### config.mk
export PLATFORM = sky130hd
export DESIGN_NAME = dispctl_regfile
export DESIGN_NICKNAME = d
export VERILOG_FILES = /design/src/rtl/dreg_pkg.sv /design/src/rtl/dreg_decode.sv /design/src/rtl/dreg_scratch.sv /design/src/rtl/dreg_cursor.sv /design/src/rtl/dispctl_regfile.sv
export SDC_FILE = /design/constraint.sdc
export NUM_CORES = 1
export LEC_CHECK = 0
export BUFFER_PORTS_ARGS = -buffer_cell sky130_fd_sc_hd__buf_2
export CAP_MARGIN = 20
export CELL_PAD_IN_SITES_DETAIL_PLACEMENT = 0
export CELL_PAD_IN_SITES_GLOBAL_PLACEMENT = 2
export CORE_MARGIN = 2
export CORE_UTILIZATION = 40
export CTS_CLUSTER_DIAMETER = 120
export DETAILED_ROUTE_END_ITERATION = 10
export PLACE_DENSITY_LB_ADDON = 0.1
export SYNTH_ARGS = -nofsm -noshare
export SYNTH_HDL_FRONTEND = slang
export SYNTH_SLANG_ARGS = --single-unit
### constraint.sdc
create_clock -name clk_i -period 5.4 [get_ports clk_i]
set_input_delay 0.81 -clock clk_i [delete_from_list [all_inputs] [get_ports clk_i]]
set_output_delay 0.81 -clock clk_i [all_outputs]
set_load 0.1 [all_outputs]
### src/rtl/dreg_pkg.sv
package dreg_pkg;
  localparam logic [31:0] ID_V0 = 32'h9000_0000;
  localparam logic [31:0] ID_V1 = 32'h9000_0001;
  localparam logic [31:0] ID_V2 = 32'h9000_0002;

  localparam int unsigned IX_ID    = 0;
  localparam int unsigned IX_EN    = 1;
  localparam int unsigned IX_W     = 2;
  localparam int unsigned IX_H     = 3;
  localparam int unsigned IX_MAXW  = 4;
  localparam int unsigned IX_MAXH  = 5;
  localparam int unsigned IX_DEPTH = 6;
  localparam int unsigned IX_BPP   = 7;
  localparam int unsigned IX_BPL   = 12;
  localparam int unsigned IX_VRAM  = 15;
  localparam int unsigned IX_CAPS  = 17;
  localparam int unsigned IX_FIFO  = 19;
  localparam int unsigned IX_CFG   = 20;
  localparam int unsigned IX_SYNC  = 21;
  localparam int unsigned IX_BUSY  = 22;
  localparam int unsigned IX_CID   = 24;
  localparam int unsigned IX_CX    = 25;
  localparam int unsigned IX_CY    = 26;
  localparam int unsigned IX_CON   = 27;
  localparam int unsigned IX_HBPP  = 28;
  localparam int unsigned IX_SCRN  = 29;
  localparam int unsigned IX_RSV_LO = 30;
  localparam int unsigned IX_RSV_HI = 32;
  localparam int unsigned IX_PAL_LO = 1024;
  localparam int unsigned IX_PAL_HI = 1791;
  localparam int unsigned IX_SCR    = 1792;

  localparam logic [1:0] PORT_IDX = 2'd0;
  localparam logic [1:0] PORT_VAL = 2'd1;

  typedef enum logic [4:0] {
    K_ID, K_EN, K_W, K_H, K_MAXW, K_MAXH, K_DEPTH, K_BPP, K_BPL, K_VRAM,
    K_CAPS, K_FIFO, K_CFG, K_SYNC, K_BUSY, K_CID, K_CX, K_CY, K_CON,
    K_HBPP, K_SCRN, K_ZERO, K_SCR, K_BAD
  } kind_e;
endpackage

### src/rtl/dreg_decode.sv
module dreg_decode import dreg_pkg::*; #(
  parameter int unsigned IDX_W  = 16,
  parameter int unsigned SCR_N  = 16,
  parameter int unsigned SCR_AW = 4
) (
  input  logic [IDX_W-1:0]  idx_i,
  output kind_e             kind_o,
  output logic [SCR_AW-1:0] scr_off_o
);
  int unsigned iv;
  int unsigned rel;

  always_comb begin
    iv        = 32'(idx_i);
    rel       = iv - IX_SCR;
    scr_off_o = rel[SCR_AW-1:0];
    case (iv)
      IX_ID:    kind_o = K_ID;
      IX_EN:    kind_o = K_EN;
      IX_W:     kind_o = K_W;
      IX_H:     kind_o = K_H;
      IX_MAXW:  kind_o = K_MAXW;
      IX_MAXH:  kind_o = K_MAXH;
      IX_DEPTH: kind_o = K_DEPTH;
      IX_BPP:   kind_o = K_BPP;
      IX_BPL:   kind_o = K_BPL;
      IX_VRAM:  kind_o = K_VRAM;
      IX_CAPS:  kind_o = K_CAPS;
      IX_FIFO:  kind_o = K_FIFO;
      IX_CFG:   kind_o = K_CFG;
      IX_SYNC:  kind_o = K_SYNC;
      IX_BUSY:  kind_o = K_BUSY;
      IX_CID:   kind_o = K_CID;
      IX_CX:    kind_o = K_CX;
      IX_CY:    kind_o = K_CY;
      IX_CON:   kind_o = K_CON;
      IX_HBPP:  kind_o = K_HBPP;
      IX_SCRN:  kind_o = K_SCRN;
      default: begin
        if ((iv >= IX_RSV_LO && iv <= IX_RSV_HI) ||
            (iv >= IX_PAL_LO && iv <= IX_PAL_HI))
          kind_o = K_ZERO;
        else if (iv >= IX_SCR && rel < SCR_N)
          kind_o = K_SCR;
        else
          kind_o = K_BAD;
      end
    endcase
  end
endmodule

### src/rtl/dreg_scratch.sv
module dreg_scratch #(
  parameter int unsigned N  = 16,
  parameter int unsigned AW = 4,
  parameter int unsigned DW = 32
) (
  input  logic          clk_i,
  input  logic          rst_ni,
  input  logic          we_i,
  input  logic [AW-1:0] off_i,
  input  logic [DW-1:0] wdata_i,
  output logic [DW-1:0] rdata_o
);
  logic [DW-1:0] mem [N];

  for (genvar g = 0; g < N; g++) begin : g_slot
    always_ff @(posedge clk_i or negedge rst_ni) begin
      if (!rst_ni)                             mem[g] <= '0;
      else if (we_i && off_i == AW'(g))        mem[g] <= wdata_i;
    end
  end

  always_comb begin
    rdata_o = '0;
    for (int i = 0; i < N; i++)
      if (off_i == AW'(i)) rdata_o = mem[i];
  end

  // a write lands in the addressed slot
  a_r11_write_lands: assert property (@(posedge clk_i) disable iff (!rst_ni)
    we_i |=> rdata_o == $past(wdata_i) || off_i != $past(off_i));
endmodule

### src/rtl/dreg_cursor.sv
module dreg_cursor (
  input  logic        clk_i,
  input  logic        rst_ni,
  input  logic        we_id_i,
  input  logic        we_x_i,
  input  logic        we_y_i,
  input  logic        we_on_i,
  input  logic [31:0] wdata_i,
  output logic [31:0] id_o,
  output logic [31:0] x_o,
  output logic [31:0] y_o,
  output logic        on_o
);
  always_ff @(posedge clk_i or negedge rst_ni) begin
    if (!rst_ni) begin
      id_o <= '0;
      x_o  <= '0;
      y_o  <= '0;
      on_o <= 1'b0;
    end else begin
      if (we_id_i) id_o <= wdata_i;
      if (we_x_i)  x_o  <= wdata_i;
      if (we_y_i)  y_o  <= wdata_i;
      // 0 hides, 1 shows, anything else keeps
      if (we_on_i && wdata_i == 32'd1) on_o <= 1'b1;
      else if (we_on_i && wdata_i == 32'd0) on_o <= 1'b0;
    end
  end

  a_r8_show_sets: assert property (@(posedge clk_i) disable iff (!rst_ni)
    (we_on_i && wdata_i == 32'd1) |=> on_o);
  a_r8_hide_clears: assert property (@(posedge clk_i) disable iff (!rst_ni)
    (we_on_i && wdata_i == 32'd0) |=> !on_o);
  a_r8_other_keeps: assert property (@(posedge clk_i) disable iff (!rst_ni)
    (we_on_i && wdata_i > 32'd1) |=> on_o == $past(on_o));
endmodule

### src/rtl/dispctl_regfile.sv
module dispctl_regfile import dreg_pkg::*; #(
  parameter int unsigned DEPTH      = 24,
  parameter int unsigned VRAM_BYTES = 32'h0100_0000,
  parameter int unsigned FIFO_BYTES = 32'h0001_0000,
  parameter int unsigned MAX_W      = 2360,
  parameter int unsigned MAX_H      = 1770,
  parameter int unsigned SCR_N      = 16,
  parameter int unsigned IDX_W      = 16,
  parameter int unsigned DIM_W      = 16,
  parameter bit          CAP_FILL   = 1'b1,
  parameter bit          CAP_COPY   = 1'b1
) (
  input  logic        clk_i,
  input  logic        rst_ni,
  input  logic        wr_i,
  input  logic        rd_i,
  input  logic [1:0]  port_i,
  input  logic [31:0] wdata_i,
  input  logic        engine_idle_i,
  output logic [31:0] rdata_o,
  output logic        enable_o,
  output logic        cursor_on_o,
  output logic        cfg_stb_o,
  output logic        sync_stb_o,
  output logic        bad_index_o,
  output logic        depth_err_o
);
  localparam int unsigned SCR_AW = (SCR_N > 1) ? $clog2(SCR_N) : 1;
  localparam int unsigned BYPP   = (DEPTH + 7) / 8;
  localparam int unsigned BPP    = BYPP * 8;

  logic [IDX_W-1:0]  idx_q;
  logic [31:0]       id_q;
  logic              en_q, cfg_q;
  logic [DIM_W-1:0]  w_q, h_q;
  kind_e             kind;
  logic [SCR_AW-1:0] scr_off;
  logic [31:0]       scr_rdata, cid, cx, cy, val_rd;
  logic              wr_val, rd_val, id_ok;

  assign wr_val = wr_i && port_i == PORT_VAL;
  assign rd_val = rd_i && port_i == PORT_VAL;
  assign id_ok  = wdata_i == ID_V0 || wdata_i == ID_V1 || wdata_i == ID_V2;

  dreg_decode #(.IDX_W(IDX_W), .SCR_N(SCR_N), .SCR_AW(SCR_AW)) i_decode (
    .idx_i(idx_q), .kind_o(kind), .scr_off_o(scr_off)
  );

  dreg_scratch #(.N(SCR_N), .AW(SCR_AW), .DW(32)) i_scratch (
    .clk_i, .rst_ni, .we_i(wr_val && kind == K_SCR), .off_i(scr_off),
    .wdata_i, .rdata_o(scr_rdata)
  );

  dreg_cursor i_cursor (
    .clk_i, .rst_ni,
    .we_id_i(wr_val && kind == K_CID), .we_x_i(wr_val && kind == K_CX),
    .we_y_i(wr_val && kind == K_CY),   .we_on_i(wr_val && kind == K_CON),
    .wdata_i, .id_o(cid), .x_o(cx), .y_o(cy), .on_o(cursor_on_o)
  );

  always_ff @(posedge clk_i or negedge rst_ni) begin
    if (!rst_ni) begin
      idx_q       <= '0;
      id_q        <= ID_V2;
      en_q        <= 1'b0;
      cfg_q       <= 1'b0;
      w_q         <= '0;
      h_q         <= '0;
      cfg_stb_o   <= 1'b0;
      sync_stb_o  <= 1'b0;
      bad_index_o <= 1'b0;
      depth_err_o <= 1'b0;
    end else begin
      cfg_stb_o   <= wr_val && kind == K_CFG;
      sync_stb_o  <= wr_val && kind == K_SYNC;
      bad_index_o <= (wr_val || rd_val) && kind == K_BAD;
      depth_err_o <= wr_val && kind == K_BPP && wdata_i != 32'(DEPTH);
      if (wr_i && port_i == PORT_IDX) idx_q <= wdata_i[IDX_W-1:0];
      if (wr_val) begin
        case (kind)
          K_ID:  if (id_ok) id_q <= wdata_i;
          K_EN: begin
            en_q  <= wdata_i[0] & cfg_q;
            cfg_q <= wdata_i[0] & cfg_q;
          end
          K_CFG: cfg_q <= wdata_i[0];
          K_W:   w_q   <= wdata_i[DIM_W-1:0];
          K_H:   h_q   <= wdata_i[DIM_W-1:0];
          default: ;
        endcase
      end
    end
  end

  always_comb begin
    case (kind)
      K_ID:    val_rd = id_q;
      K_EN:    val_rd = 32'(en_q);
      K_W:     val_rd = 32'(w_q);
      K_H:     val_rd = 32'(h_q);
      K_MAXW:  val_rd = 32'(MAX_W);
      K_MAXH:  val_rd = 32'(MAX_H);
      K_DEPTH: val_rd = 32'(DEPTH);
      K_BPP,
      K_HBPP:  val_rd = 32'(BPP);
      K_BPL:   val_rd = 32'(BYPP) * 32'(w_q);
      K_VRAM:  val_rd = 32'(VRAM_BYTES - FIFO_BYTES);
      K_CAPS:  val_rd = {30'd0, CAP_COPY, CAP_FILL};
      K_FIFO:  val_rd = 32'(FIFO_BYTES);
      K_CFG:   val_rd = 32'(cfg_q);
      K_BUSY:  val_rd = 32'(!engine_idle_i);
      K_CID:   val_rd = cid;
      K_CX:    val_rd = cx;
      K_CY:    val_rd = cy;
      K_CON:   val_rd = 32'(cursor_on_o);
      K_SCRN:  val_rd = 32'(SCR_N);
      K_SCR:   val_rd = scr_rdata;
      default: val_rd = '0;
    endcase
  end

  always_comb begin
    rdata_o = '0;
    if (rd_i) begin
      if (port_i == PORT_IDX)      rdata_o = 32'(idx_q);
      else if (port_i == PORT_VAL) rdata_o = val_rd;
    end
  end

  assign enable_o = en_q;

  a_r2_id_legal: assert property (@(posedge clk_i) disable iff (!rst_ni)
    id_q == ID_V0 || id_q == ID_V1 || id_q == ID_V2);
  a_r3_en_rise_needs_cfg: assert property (@(posedge clk_i) disable iff (!rst_ni)
    $rose(en_q) |-> $past(cfg_q));
  a_r4_cfg_stb_src: assert property (@(posedge clk_i) disable iff (!rst_ni)
    cfg_stb_o |-> $past(wr_i && port_i == PORT_VAL && 32'(idx_q) == IX_CFG));
  a_r4_sync_stb_src: assert property (@(posedge clk_i) disable iff (!rst_ni)
    sync_stb_o |-> $past(wr_i && port_i == PORT_VAL && 32'(idx_q) == IX_SYNC));
  a_r7_err_src: assert property (@(posedge clk_i) disable iff (!rst_ni)
    depth_err_o |-> $past(wr_i && wdata_i != 32'(DEPTH)));
  a_r12_bad_src: assert property (@(posedge clk_i) disable iff (!rst_ni)
    bad_index_o |-> $past((rd_i || wr_i) && port_i == PORT_VAL));
endmodule

# Word level (Yosys, flattened, before mapping)
# Cells that the tools add are included.
[totals] output_inout_bits=38 word_cells=180 input_bits=39 register_bits=695
[classes] n_reduce_logical=52 n_lt_le_gt_ge=6 multipliers=1 muxes=26 n_eq_ne=63 n_bitwise=1 addsub=1
[op_table] cell="$mux W32" n=19
[op_table] cell="$pmux W32 S19" n=1
[op_table] cell="$eq A16 B5 Y1 const B" n=11
[op_table] cell="$pmux W5 S21" n=1
[op_table] cell="$eq A32 B32 Y1 const B" n=3
[op_table] cell="$eq A16 B3 Y1 const B" n=4
[op_table] cell="$eq A5 B4 Y1 const B" n=8
[op_table] cell="$eq A5 B5 Y1 const B" n=7
[op_table] cell="$logic_and A1 B1 Y1" n=34
[op_table] cell="$eq A16 B2 Y1 const B" n=2
[op_table] cell="$eq A16 B4 Y1 const B" n=2
[op_table] cell="$eq A32 B1 Y1 const B" n=1
[op_table] cell="$eq A4 B4 Y1 const B" n=8
[op_table] cell="$ge A16 B11 Y1 const B" n=2
[op_table] cell="$logic_not A32 Y1" n=1
[op_table] cell="$lt A32 B5 Y1 const B" n=1
[op_table] cell="$ne A32 B5 Y1 const B" n=1
[op_table] cell="$eq A5 B3 Y1 const B" n=4
[op_table] cell="$mul A2 B16 Y18 const A" n=1
[op_table] cell="$sub A16 B11 Y17 const B" n=1
[op_table] cell="$eq A16 B1 Y1 const B" n=1
[op_table] cell="$eq A4 B3 Y1 const B" n=4
[op_table] cell="$ge A16 B5 Y1 const B" n=1
[op_table] cell="$le A16 B11 Y1 const B" n=1
[op_table] cell="other kinds (20)" n=31

# Longest topological paths before layout
[depth] depth_word=22 depth_mapped=13 depth_no_buf=10

# Modules after synthesis
# Synthesis repeated with hierarchy kept, for this count alone.
[hier_totals] hier_cells=2774 hier_area_um2=34433.0
[by_module_without_submodules] module="dreg_scratch" instances=1 seq_area_each_um2=12812.3 cells_per_inst=1904 area_per_inst_um2=24464.7
[by_module_without_submodules] module="dispctl_regfile" instances=1 seq_area_each_um2=2155.8 cells_per_inst=588 area_per_inst_um2=5858.1
[by_module_without_submodules] module="dreg_cursor" instances=1 seq_area_each_um2=2427.3 cells_per_inst=217 area_per_inst_um2=3679.8
[by_module_without_submodules] module="dreg_decode" instances=1 seq_area_each_um2=0.0 cells_per_inst=65 area_per_inst_um2=430.4

# Least setup slack after synthesis
# No wires, ideal clock.
[synth_path] kind="reg-to-output" start="reg w_q[1]" end="out rdata_o[15]" path_buffers=0 slack_ns=0.815 t_required_ns=4.590 t_arrival_ns=3.775 stages_incl_launch_ff=11 path_cell_list="dfrtp_1 ha_1 fa_1 a21oi_1 o2111ai_1 o21ai_0 o22ai_1 o41a_1 xnor2_1 nand2_1 a22oi_1"
[synth_via] elab_chain_len=5
[synth_lines] element="start, declared" line_no="dispctl_regfile.sv:35" rtl="logic [DIM_W-1:0] w_q, h_q;"
[synth_lines] element="start signal, assigned" line_no="dispctl_regfile.sv:87" rtl="K_W: w_q <= wdata_i[DIM_W-1:0];"
[synth_lines] element="$mul A2 B16 Y18" line_no="dispctl_regfile.sv:106" rtl="K_BPL: val_rd = 32'(BYPP) * 32'(w_q);"
[synth_lines] element="$pmux W32 S19" line_no="dispctl_regfile.sv:96" rtl="case (kind)"
[synth_lines] element="$mux W32" line_no="dispctl_regfile.sv:126" rtl="else if (port_i == PORT_VAL) rdata_o = val_rd;"
[synth_lines] element="$mux W32" line_no="dispctl_regfile.sv:125" rtl="if (port_i == PORT_IDX) rdata_o = 32'(idx_q);"
[synth_lines] element="$mux W32" line_no="dispctl_regfile.sv:124" rtl="if (rd_i) begin"
[synth_lines] element="end, declared" line_no="dispctl_regfile.sv:20" rtl="output logic [31:0] rdata_o,"
# Every way passes these cells.

# Worst setup path in the final report
[layout_path] start="reg idx_q[4]" end="out rdata_o[0]"
[layout_via] elab_chain_len=12 elab_cells_between_ends=61 classes_between="1 x add/sub; 6 x order compare; 40 x eq/ne; 7 x mux; 7 x reduce/logical"
[layout_lines] element="start, declared" line_no="dispctl_regfile.sv:32" rtl="logic [IDX_W-1:0] idx_q;"
[layout_lines] element="start signal, assigned" line_no="dispctl_regfile.sv:78" rtl="if (wr_i && port_i == PORT_IDX) idx_q <= wdata_i[IDX_W-1:0];"
[layout_lines] element="$sub A16 B11 Y17" line_no="dreg_decode.sv:15" rtl="rel = iv - IX_SCR;"
[layout_lines] element="$lt A32 B5 Y1" line_no="dreg_decode.sv:43" rtl="else if (iv >= IX_SCR && rel < SCR_N)"
[layout_lines] element="$logic_and A1 B1 Y1" line_no="dreg_decode.sv:43"
[layout_lines] element="$mux W1" line_no="dreg_decode.sv:43"
[layout_lines] element="$mux W5" line_no="dreg_decode.sv:40" rtl="if ((iv >= IX_RSV_LO && iv <= IX_RSV_HI) ||"
[layout_lines] element="$pmux W5 S21 (*)" line_no="dreg_decode.sv:17" rtl="case (iv)"
[layout_lines] element="$eq A5 B3 Y1 / $eq A5 B5 Y1 (equally long branches)" line_no="dispctl_regfile.sv:96"
[layout_lines] element="$reduce_or A3 Y1 (no line)"
[layout_lines] element="$pmux W32 S19 (*)" line_no="dispctl_regfile.sv:96"
[layout_lines] element="$mux W32 (*)" line_no="dispctl_regfile.sv:126"
[layout_lines] element="$mux W32 (*)" line_no="dispctl_regfile.sv:125"
[layout_lines] element="$mux W32 (*)" line_no="dispctl_regfile.sv:124"
# Mark *: on every way between the ends. The rest lies on a longest branch, timed or not.

==> results.sh <==
export IMPL_clk_path_buf_depth=3
export IMPL_crit_type="reg2out"
export IMPL_insertion_delay_ps=650
export IMPL_dp_cells=3708
export IMPL_tightest_slew_ps=1041
export IMPL_synth_cell_types=99
export IMPL_r2r_end="i_cursor.y_o[16]"
export IMPL_hold_path_class="in2async"
export IMPL_synth_largest_area_cell="dfrtp_1"
export IMPL_grt_setup_unrepaired="no"
export IMPL_drcViolationCount=0
export IMPL_grt_pass1_vias=24750
export IMPL_grt_pass1_wl_um=176100
export IMPL_hold_ws_ps=201.4
export IMPL_cts_buffers=82
export IMPL_cp_max_fo=25
export IMPL_fin_cells=3861
export IMPL_maxCapViolations=0
export IMPL_portBuffers=76
export IMPL_yosys_warnings=0
export IMPL_r2r_cells=8
export IMPL_final_setup_tns_ps=0
export IMPL_dr_pass1_iters=6
export IMPL_synth_edf_count=0
export IMPL_nNetsFinal=2769
export IMPL_area_growth_pct=14.74
export IMPL_async_flop_share_pct=100.0
export IMPL_die_area_mm2=0.08617
export IMPL_required_ps=4590
export IMPL_pin_count=77
export IMPL_r2r_start="idx_q[0]"
export IMPL_synth_area_leaders="dfrtp_1 52%, mux2_2 15%, mux2_1 7.9%"
export IMPL_gp_congestion=0.8710
export IMPL_clk_pin_slew_ps=60
export IMPL_vias_per_cell=6.135
export IMPL_ys_flop_type="dfrtp_1"
export IMPL_slew_viol_final=0
export IMPL_arrival_ps=4350
export IMPL_grt_start_max_net_pins=141
export IMPL_htree_levels=3
export IMPL_cts_tree="done"
export IMPL_startpoint_type="flip-flop"
export IMPL_syn_area_mm2=0.03353
export IMPL_timing_final_hold_violations=0
export IMPL_regToRegSetupSlack_ps=1150
export IMPL_ys_seq_area_share_pct=51.87
export IMPL_fmax_mhz=193.8
export IMPL_synth_top_area_share_pct=51.64
export IMPL_cts_repair_resized=0
export IMPL_core_area_mm2=0.08329
export IMPL_grt_total_usage_pct=27.98
export IMPL_drive_gt1_share_pct=31.34
export IMPL_slew_headroom_pct=30.62
export IMPL_cts_hold_buf=0
export IMPL_cts_setup_buffers=0
export IMPL_hpwl_um=78370
export IMPL_drtIter0Drc=1957
export IMPL_fin_crit_ps=5160
export IMPL_setup_violations=0
export IMPL_die_x_um=293.5
export IMPL_overflow=0
export IMPL_syn_inst=2682
export IMPL_synthesis_nets=2738
export IMPL_cts_sinks=695
export IMPL_fin_crit_sh_pct=95.55
export IMPL_num_rows=106
export IMPL_fin_skew_ps=31.38
export IMPL_power_density_mw_per_mm2=324.7
export IMPL_die_y_um=293.5
export IMPL_vias=23690
export IMPL_cts_root_buffer="clkbuf_16"
export IMPL_ant_nets=0
export IMPL_syn_avg_cell_area_um2=12.50
export IMPL_wl_per_cell_um=30.97
export IMPL_postSynthRegisterBits=695
export IMPL_ir_worst_vdd_v=0.0002554
export IMPL_start_util_pct=40.26
export IMPL_status="completed"
export IMPL_utilization_pct=46.20
export IMPL_antenna_found_initial=7
export IMPL_endpoint_kind="output port"
export IMPL_p_leak_nw=18.34
export IMPL_routed_wl_um=119600
-- logic make-up after synthesis --
| family | synth area share [%] |
|---|---|
| adders and majority gates | 0.6567 |
| DFF | 51.87 |
| muxes | 26.11 |
| and+or+nand+nor | 6.339 |
| buffers and inverters | 3.910 |
| xor gates and xnor gates | 0.3395 |
| AOI/OAI and AO/OA | 10.77 |
-- cells in the mapped netlist (10+ instances only) --
master	instances
a211oi_1	15
a21oi_1	126
a221oi_1	32
a222oi_1	14
a22oi_1	30
a31oi_1	17
a32oi_1	15
and2_1	35
buf_1	22
buf_2	106
buf_4	18
buf_6	16
clkbuf_1	88
dfrtp_1	692
ha_1	16
inv_1	11
mux2_1	235
mux2_2	438
mux2i_1	32
mux4_2	38
nand2_1	143
nand2b_1	16
nand3_1	22
nand4_1	16
nor2_1	82
nor2b_1	11
nor3_1	21
nor4_1	16
o211ai_1	10
o21ai_0	87
o21ai_1	20
o221ai_1	23
o22ai_1	48
-- routing by layer --
| layer | global-route usage [%] | up-vias | share of wire, % |
|---|---|---|---|
| li1 | - | 10020 | - |
| met1 | 37.72 | 12640 | 43 |
| met2 | 46.73 | 797 | 48 |
| met3 | 4.191 | 232 | 5.8 |
| met4 | 8.250 | 2 | 3.1 |
| met5 | 0 | - | 0.0084 |
-- power breakdown --
part,leakage [nW],switching (mW),internal (mW)
combinational,7.31,1.05,0.399
clock,1.37,2.28,3.42
sequential,9.66,0.106,5.24
total,18.3,3.44,9.06
-- worst max-delay path by stage --
stage,slack (ps),startpoint,endpoint,cells past startpoint
6_report,240,idx_q[4],rdata_o[0],11
5_1_grt,80,idx_q[0],rdata_o[16],10
4_1_cts,140,idx_q[0],rdata_o[12],10
3_5_place_dp,820,idx_q[0],rdata_o[12],10
3_3_place_gp,820,idx_q[0],rdata_o[12],10
2_1_floorplan,810,w_q[1],rdata_o[15],10
-- state kept, by name, summed over array words and instances, names as in the netlist --
| signal | count |
|---|---|
| bad_index_o | 1 |
| cfg_q | 1 |
| cfg_stb_o | 1 |
| depth_err_o | 1 |
| enable_o | 1 |
| h_q | 16 |
| i_cursor.id_o | 32 |
| i_cursor.on_o | 1 |
| i_cursor.x_o | 32 |
| i_cursor.y_o | 32 |
| i_scratch.mem | 512 |
| id_q | 32 |
| idx_q | 16 |
| sync_stb_o | 1 |
| w_q | 16 |
-- cell type report --
type                       count  area, um^2
antenna                        2       5.005
clock buffer                 121        2434
clock inverter                29       341.6
fill                        7610       44810
inverter                      14       52.55
multi-input combinational   1723       14940
sequential                   695       17410
tap                         1080        1351
timing repair buffer         197        1943
-- through the flow --
step | power (mW) | instance area (um^2) | worst slack [ps]
5_1_grt | 12.91 | 38470 | 82.18
3_5_place_dp | 6.868 | 35690 | 819.2
2_1_floorplan | 6.162 | 33530 | 814.9
4_1_cts | 12.60 | 38460 | 143.4
6_report | 12.49 | 38480 | 240.0
3_3_place_gp | 6.867 | 35690 | 815.1
-- critical path, stage by stage, from the launching register on --
cell and delay [ps]:
dfrtp_1 850, buf_4 300, xor2_1 250, a21oi_1 120, a21oi_1 290, a2111oi_4 110
buf_4 270, a222oi_1 580, and4b_1 320, nand3_1 90, o31a_1 340, buf_12 190
-- layout by cell type (no fill, tap or decap), types with 34 or more instances in the layout --
master,Yosys,layout
a21oi_1,126,126
and2_1,35,34
buf_12,0,45
buf_2,106,44
buf_4,18,106
clkbuf_16,0,86
dfrtp_1,692,688
mux2_1,235,235
mux2_2,438,438
mux4_2,38,38
nand2_1,143,136
nor2_1,82,78
o21ai_0,87,87
o22ai_1,48,48
(Power assumes the default switching activity.)
